--- src/rtl/prot_lock_pkg.sv ---
`timescale 1ns/1ps
package prot_lock_pkg;

    localparam int DW = 8;
    localparam int NCH = 4;

    localparam int ADDR_CTRL = 0;
    localparam int ADDR_KEY  = 1;
    localparam int ADDR_THR0 = 2;

    localparam int BIT_COC = 2;
    localparam int BIT_DOC = 3;
    localparam int BIT_SC  = 4;
    localparam int BIT_EXT = 5;

    localparam logic [1:0] KEY_ARM  = 2'b11;
    localparam logic [1:0] KEY_SEAL = 2'b01;

    typedef enum logic [1:0] {
        LK_OPEN   = 2'd0,
        LK_ARMED  = 2'd1,
        LK_SEALED = 2'd2
    } lock_state_e;

    // packed so that bit n of the vector is channel n
    typedef struct packed {
        logic ext;
        logic sc;
        logic doc;
        logic coc;
    } prot_dis_t;

    function automatic logic [DW-1:0] ctrl_pack(input prot_dis_t d);
        logic [DW-1:0] v;
        v = '0;
        v[BIT_EXT] = d.ext;
        v[BIT_SC]  = d.sc;
        v[BIT_DOC] = d.doc;
        v[BIT_COC] = d.coc;
        return v;
    endfunction

    function automatic prot_dis_t ctrl_unpack(input logic [DW-1:0] v);
        prot_dis_t d;
        d.ext = v[BIT_EXT];
        d.sc  = v[BIT_SC];
        d.doc = v[BIT_DOC];
        d.coc = v[BIT_COC];
        return d;
    endfunction

endpackage

--- src/rtl/prot_lock_fsm.sv ---
`timescale 1ns/1ps
module prot_lock_fsm
    import prot_lock_pkg::*;
#(
    parameter int LOCK_WIN = 4
) (
    input  logic       clk,
    input  logic       rst,
    input  logic       key_wr,
    input  logic [1:0] key_val,
    output logic       armed,
    output logic       sealed
);
    localparam int CW = (LOCK_WIN > 1) ? $clog2(LOCK_WIN) : 1;
    localparam logic [CW-1:0] LAST = CW'(LOCK_WIN - 1);

    lock_state_e   state;
    logic [CW-1:0] elapsed;

    always_ff @(posedge clk) begin
        if (rst) begin
            state   <= LK_OPEN;
            elapsed <= '0;
        end else begin
            case (state)
                LK_OPEN: begin
                    if (key_wr && key_val == KEY_ARM) begin
                        state   <= LK_ARMED;
                        elapsed <= '0;
                    end
                end
                LK_ARMED: begin
                    if (key_wr) begin
                        if (key_val == KEY_SEAL) begin
                            state <= LK_SEALED;
                        end else if (key_val == KEY_ARM) begin
                            elapsed <= '0;
                        end else begin
                            state <= LK_OPEN;
                        end
                    end else if (elapsed == LAST) begin
                        state <= LK_OPEN;
                    end else begin
                        elapsed <= elapsed + 1'b1;
                    end
                end
                LK_SEALED: state <= LK_SEALED;
                default:   state <= LK_OPEN;
            endcase
        end
    end

    assign armed  = (state == LK_ARMED);
    assign sealed = (state == LK_SEALED);

endmodule

--- src/rtl/prot_guard_timer.sv ---
`timescale 1ns/1ps
module prot_guard_timer #(
    parameter int GUARD_CYC = 6
) (
    input  logic clk,
    input  logic rst,
    input  logic start,
    output logic busy
);
    localparam int GW = $clog2(GUARD_CYC + 1);

    logic [GW-1:0] remain;

    always_ff @(posedge clk) begin
        if (rst) begin
            remain <= '0;
        end else if (start) begin
            remain <= GW'(GUARD_CYC);
        end else if (remain != '0) begin
            remain <= remain - 1'b1;
        end
    end

    assign busy = (remain != '0);

endmodule

--- src/rtl/prot_reg_file.sv ---
`timescale 1ns/1ps
module prot_reg_file
    import prot_lock_pkg::*;
#(
    parameter int NUM_THR = 4,
    parameter int AW      = 3
) (
    input  logic          clk,
    input  logic          rst,
    input  logic          bank_we,
    input  logic          ctrl_we,
    input  logic [AW-1:0] wr_addr,
    input  logic [DW-1:0] wr_data,
    input  logic [AW-1:0] rd_addr,
    output prot_dis_t     dis,
    output logic [DW-1:0] rd_val
);
    localparam logic [AW-1:0] A_CTRL = AW'(ADDR_CTRL);

    prot_dis_t     dis_q;
    logic [DW-1:0] thr_q [NUM_THR];

    always_ff @(posedge clk) begin
        if (rst) begin
            dis_q <= '0;
        end else if (ctrl_we) begin
            dis_q <= ctrl_unpack(wr_data);
        end
    end

    for (genvar g = 0; g < NUM_THR; g++) begin : g_thr
        localparam logic [AW-1:0] A_THIS = AW'(ADDR_THR0 + g);
        always_ff @(posedge clk) begin
            if (rst) begin
                thr_q[g] <= '0;
            end else if (bank_we && wr_addr == A_THIS) begin
                thr_q[g] <= wr_data;
            end
        end
    end

    always_comb begin
        rd_val = '0;
        if (rd_addr == A_CTRL) begin
            rd_val = ctrl_pack(dis_q);
        end
        for (int i = 0; i < NUM_THR; i++) begin
            if (rd_addr == AW'(ADDR_THR0 + i)) begin
                rd_val = thr_q[i];
            end
        end
    end

    assign dis = dis_q;

endmodule

--- src/rtl/prot_lock_bank.sv ---
`timescale 1ns/1ps
module prot_lock_bank
    import prot_lock_pkg::*;
#(
    parameter int NUM_THR   = 4,
    parameter int AW        = 3,
    parameter int LOCK_WIN  = 4,
    parameter int GUARD_CYC = 6
) (
    input  logic          clk,
    input  logic          rst,
    input  logic          wr_en,
    input  logic [AW-1:0] wr_addr,
    input  logic [7:0]    wr_data,
    input  logic [AW-1:0] rd_addr,
    output logic [7:0]    rd_data,
    input  logic [3:0]    detect_i,
    output logic [3:0]    dis_o,
    output logic [3:0]    fault_o,
    output logic          locked_o
);
    localparam logic [AW-1:0] A_CTRL = AW'(ADDR_CTRL);
    localparam logic [AW-1:0] A_KEY  = AW'(ADDR_KEY);

    logic          lk_armed;
    logic          lk_sealed;
    logic          g_busy;
    logic          bank_we;
    logic          key_wr;
    logic          ctrl_we;
    prot_dis_t     dis;
    logic [DW-1:0] file_rd;

    assign bank_we = wr_en && !lk_sealed;
    assign key_wr  = bank_we && (wr_addr == A_KEY);
    assign ctrl_we = bank_we && (wr_addr == A_CTRL) && !g_busy;

    prot_lock_fsm #(.LOCK_WIN(LOCK_WIN)) u_fsm (
        .clk     (clk),
        .rst     (rst),
        .key_wr  (key_wr),
        .key_val (wr_data[1:0]),
        .armed   (lk_armed),
        .sealed  (lk_sealed)
    );

    prot_guard_timer #(.GUARD_CYC(GUARD_CYC)) u_guard (
        .clk   (clk),
        .rst   (rst),
        .start (ctrl_we),
        .busy  (g_busy)
    );

    prot_reg_file #(.NUM_THR(NUM_THR), .AW(AW)) u_file (
        .clk     (clk),
        .rst     (rst),
        .bank_we (bank_we),
        .ctrl_we (ctrl_we),
        .wr_addr (wr_addr),
        .wr_data (wr_data),
        .rd_addr (rd_addr),
        .dis     (dis),
        .rd_val  (file_rd)
    );

    assign dis_o = dis;

    for (genvar ch = 0; ch < NCH; ch++) begin : g_mask
        assign fault_o[ch] = detect_i[ch] & ~dis_o[ch];
    end

    always_comb begin
        if (rd_addr == A_KEY) begin
            rd_data = {6'b0, lk_armed, lk_sealed};
        end else begin
            rd_data = file_rd;
        end
    end

    assign locked_o = lk_sealed;

endmodule

--- config.mk ---
export PLATFORM = sky130hd
export DESIGN_NAME = prot_lock_bank
export DESIGN_NICKNAME = d
export VERILOG_FILES = /design/src/rtl/prot_lock_pkg.sv /design/src/rtl/prot_lock_fsm.sv /design/src/rtl/prot_guard_timer.sv /design/src/rtl/prot_reg_file.sv /design/src/rtl/prot_lock_bank.sv
export SDC_FILE = /design/constraint.sdc
export NUM_CORES = 1
export LEC_CHECK = 0
export CORE_MARGIN = 1
export CORE_UTILIZATION = 50
export DETAILED_ROUTE_END_ITERATION = 7
export DONT_BUFFER_PORTS = 1
export PLACE_DENSITY = 0.75
export SKIP_LAST_GASP = 1
export SLEW_MARGIN = 25
export SYNTH_ARGS = -nofsm -noshare
export SYNTH_HDL_FRONTEND = slang
export SYNTH_SLANG_ARGS = --single-unit
--- constraint.sdc ---
create_clock -name clk -period 3.01 [get_ports clk]
set_input_delay 0.4515 -clock clk [delete_from_list [all_inputs] [get_ports clk]]
set_output_delay 0.4515 -clock clk [all_outputs]
set_load 0.05 [all_outputs]
==> results.py <==
metrics = {
    "run_status": {
        "outcome": "finished clean",
    },
    "synthesis": {
        "synth.distinct_cells": 40,
        "seq_area_frac_synth_pct": 53.9,
        "ys_dominant_reg_cell": "sky130_fd_sc_hd__edfxtp_1",
        "synth_area_per_cell_um2": 11.8,
        "synth.net_count": 209,
        "post_synth_inst_count": 185,
        "yosysWarnings": 0,
        "synth_top_cell_area_share_pct": 43.9,
        "count_of_flip_flops_with_a_built_in_enable_after_synthesis": 32,
        "postSynthRegisterBits": 43,
        "yosysMostFrequentCell": "sky130_fd_sc_hd__and2_1",
        "synth_top_cell_by_area": "sky130_fd_sc_hd__edfxtp_1",
        "synth.cell_area_um2": 2190,
        "post_synth_most_frequent_cells": "33 x sky130_fd_sc_hd__and2_1, 32 x sky130_fd_sc_hd__edfxtp_1, 15 x sky130_fd_sc_hd__mux2i_1, 14 x sky130_fd_sc_hd__nand2_1, 11 x sky130_fd_sc_hd__dfxtp_1",
        "asyncSetResetFlopFracSynth_pct": 0,
        "yosys-top-cells-area": "sky130_fd_sc_hd__edfxtp_1 44%, sky130_fd_sc_hd__dfxtp_1 10%, sky130_fd_sc_hd__and2_1 9.4%, sky130_fd_sc_hd__mux2i_1 6.9%, sky130_fd_sc_hd__nand2_1 2.4%",
    },
    "job": {
        "drv_cap": 0,
    },
    "die": {
        "ioPinCount": 38,
        "core_area_um2": 4120,
        "start_util_pct": 53.2,
        "design.die.area_um2": 4650,
        "fp-row-count": 23,
        "dieHeight_um": 68.2,
        "die_w_um": 68.2,
    },
    "place": {
        "hpwl_mm": 3.22,
        "dpl-instance-area_um2": 2330,
        "number_of_port_buffers": 0,
        "gpl.final_weighted_congestion": 0.777,
    },
    "global_routing": {
        "grt_antenna_before_repair": 0,
        "maximum_number_of_pins_on_one_net_before_global_route_repair": 20,
        "number_of_global_route_vias_before_repair": 1453,
        "grt.overflow.total": 0,
        "global_route_wire_length_before_repair_mm": 6.60,
        "grt_util_all_layers_pct": 20.1,
    },
    "final_layout": {
        "postLayoutCellArea_um2": 2440,
        "syn2layout_area_growth_pct": 11.5,
        "final_core_utilization_pct": 59.3,
        "final_stage_net_count": 222,
        "n_antenna_cell": 0,
        "layout-drive-gt1-share_pct": 17.6,
    },
    "min_path": {
        "startpoint_of_the_tightest_hold_check_path": "rst",
        "timing.hold.worst.class": "in -> reg",
    },
    "route": {
        "drcViolationCount": 0,
        "drtPass1Iterations": 4,
        "drt-wirelength-per-cell_um": 17.2,
        "vias": 1456,
        "drt_iter0_markers": 160,
        "drt-vias-per-instance": 5.85,
        "drt_wl_total_mm": 4.29,
        "antenna_left": 0,
    },
    "worst_setup_path": {
        "setup.worst_path.end_class": "primary output",
        "biggest_fanout_along_the_worst_timing_path": 4,
        "startpoint_type": "flop",
        "timing.critical_path.required_ns": 2.56,
        "reg2reg_from": "u_fsm.state[0]",
        "critPathArrivalTime_ns": 1.81,
        "critPathKind": "reg -> out",
        "crit_start": "u_fsm.state[0]",
    },
    "pwr": {
        "vdd_ir_drop_max_uv": 380,
        "internal-power_mw": 1.02,
        "power.sequential.fraction_pct": 51.3,
        "switching_share_pct": 25.7,
        "power.clock.fraction_pct": 31.1,
        "power_switching_uw": 354,
        "comb_power_share_pct": 17.6,
        "power_density_nw_per_um2": 563,
        "report.power.total_mw": 1.38,
        "cell_leakage_power_nw": 0.919,
    },
    "sta": {
        "final.hold.worst_slack_ns": 0.231,
        "finalHoldViolCount": 0,
        "setup_viol": 0,
        "drv_slew": 0,
        "final.min_clock_period_ns": 2.26,
        "grt_setup_unrepaired": "false",
        "maxSlewHeadroom_pct": 34.2,
        "setup-tns-final_ns": 0,
        "final.setup_skew_ns": 0.00859,
        "fmax_mhz": 442,
        "actual_slew_at_the_worst_max_slew_pin_ns": 0.985,
        "layout_worst_path_cycle_share_pct": 75.2,
    },
    "cts": {
        "cts_tree": "built",
        "postCtsSetupRepairBufs": 0,
        "post_cts_resized": 0,
        "cts_htree_levels": 2,
        "cts_num_sinks": 43,
        "clk_pin_slew_ns": 0.07,
        "cts_hold_buffers": 0,
        "cts_made_buffers": 5,
        "clockRootBuffer": "sky130_fd_sc_hd__clkbuf_8",
        "cts_max_path_buffers": 2,
        "clk_latency_ns": 0.29,
    },
}
cells in the final DEF, fill, tap and decap left out:
master                       n
sky130_fd_sc_hd__and2_1     33
sky130_fd_sc_hd__edfxtp_1   32
sky130_fd_sc_hd__mux2i_1    15
sky130_fd_sc_hd__nand2_1    14
sky130_fd_sc_hd__buf_4      14
sky130_fd_sc_hd__dfxtp_1    11
sky130_fd_sc_hd__nor2b_1     7
sky130_fd_sc_hd__o22ai_1     6
sky130_fd_sc_hd__a21oi_1     6
sky130_fd_sc_hd__inv_1       5
sky130_fd_sc_hd__clkbuf_8    5
sky130_fd_sc_hd__nand2b_1    4
sky130_fd_sc_hd__nor2_1      4
sky130_fd_sc_hd__mux2_2      4
sky130_fd_sc_hd__a22oi_1     4
sky130_fd_sc_hd__ha_1        3
sky130_fd_sc_hd__o32ai_2     2
sky130_fd_sc_hd__nand3b_1    2
sky130_fd_sc_hd__o31ai_1     2
sky130_fd_sc_hd__o41ai_1     2
sky130_fd_sc_hd__nor4_4      2
sky130_fd_sc_hd__o2bb2ai_1   2
sky130_fd_sc_hd__o31a_1      2
sky130_fd_sc_hd__clkbuf_1    2
sky130_fd_sc_hd__inv_2       1
sky130_fd_sc_hd__o311a_1     1
sky130_fd_sc_hd__o211a_1     1
sky130_fd_sc_hd__or3b_2      1
sky130_fd_sc_hd__and4bb_2    1
sky130_fd_sc_hd__or3b_4      1
sky130_fd_sc_hd__nor3b_1     1
sky130_fd_sc_hd__nand3_1     1
sky130_fd_sc_hd__o311ai_0    1
sky130_fd_sc_hd__nor4b_1     1
sky130_fd_sc_hd__or2b_1      1
sky130_fd_sc_hd__nor4_2      1
sky130_fd_sc_hd__nor4b_2     1
sky130_fd_sc_hd__nor3_1      1
sky130_fd_sc_hd__nor3_2      1
sky130_fd_sc_hd__bufinv_16   1
cell families (layout without fill, tap and decap cells):
logic type	Yosys count	count (layout)	share of synthesized area, %
mux	19	19	8.91
compound gates	29	29	9.66
simple gates	77	77	23.0
fa+ha+maj	3	3	1.71
flops	43	43	53.9
buf+inv	14	28	2.74
layout make-up:
type	instances	area [µm²]
inverters	6	22.5
repair buffers	14	105
well taps	50	62.6
clock buffers	7	76.3
flip-flops and latches	43	1180
clock inverters	1	30.0
multi-input cells	128	963
fillers	336	1670
metrics by stage:
step / setup slack [ns] / instances
floorplan: 0.328 / 185
global route: 0.700 / 249
finish: 0.746 / 249
global placement: 1.11 / 241
CTS: 0.739 / 249
detailed placement: 1.06 / 241
worst max-delay path, stage by stage, from the launching register on:
cell and delay, ns:
sky130_fd_sc_hd__dfxtp_1 0.33, sky130_fd_sc_hd__nand2b_1 0.21, sky130_fd_sc_hd__o211a_1 0.24, sky130_fd_sc_hd__o32ai_2 0.75
state kept, by name (all words and copies together) (netlist names):
register	flops
u_file.dis	4
u_fsm.state	2
u_guard.remain	3
u_file.thr_q	32
u_fsm.elapsed	2
routing by layer:
layer / vias up / part of all wire (%) / GRT usage, %
li1: 705 / - / -
met1: 695 / 39 / 23.4
met2: 51 / 53 / 34.6
met3: 5 / 7.8 / 5.17
met4: 0 / 1.1 / 8.59
met5: - / 0 / 0
worst paths after layout:
kind	slack [ns]	endpoint	cells after the start
worst min register to register	0.48	u_fsm.elapsed[1]	2
worst min-delay path	0.23	u_fsm.state[1]	1
worst max register to register	1.15	u_file.thr_q[0][7]	4
worst max-delay path	0.75	rd_data[0]	3
power by group through the flow:
stage | clock (mW) | combinational (mW) | sequential (mW)
after floorplan | 0 | 0.196 | 0.712
after global placement | 0 | 0.222 | 0.712
after detailed placement | 0 | 0.241 | 0.719
after CTS | 0.436 | 0.242 | 0.706
after global routing | 0.459 | 0.265 | 0.709
final | 0.428 | 0.242 | 0.705
No activity file was read; power rests on OpenSTA's default activity.
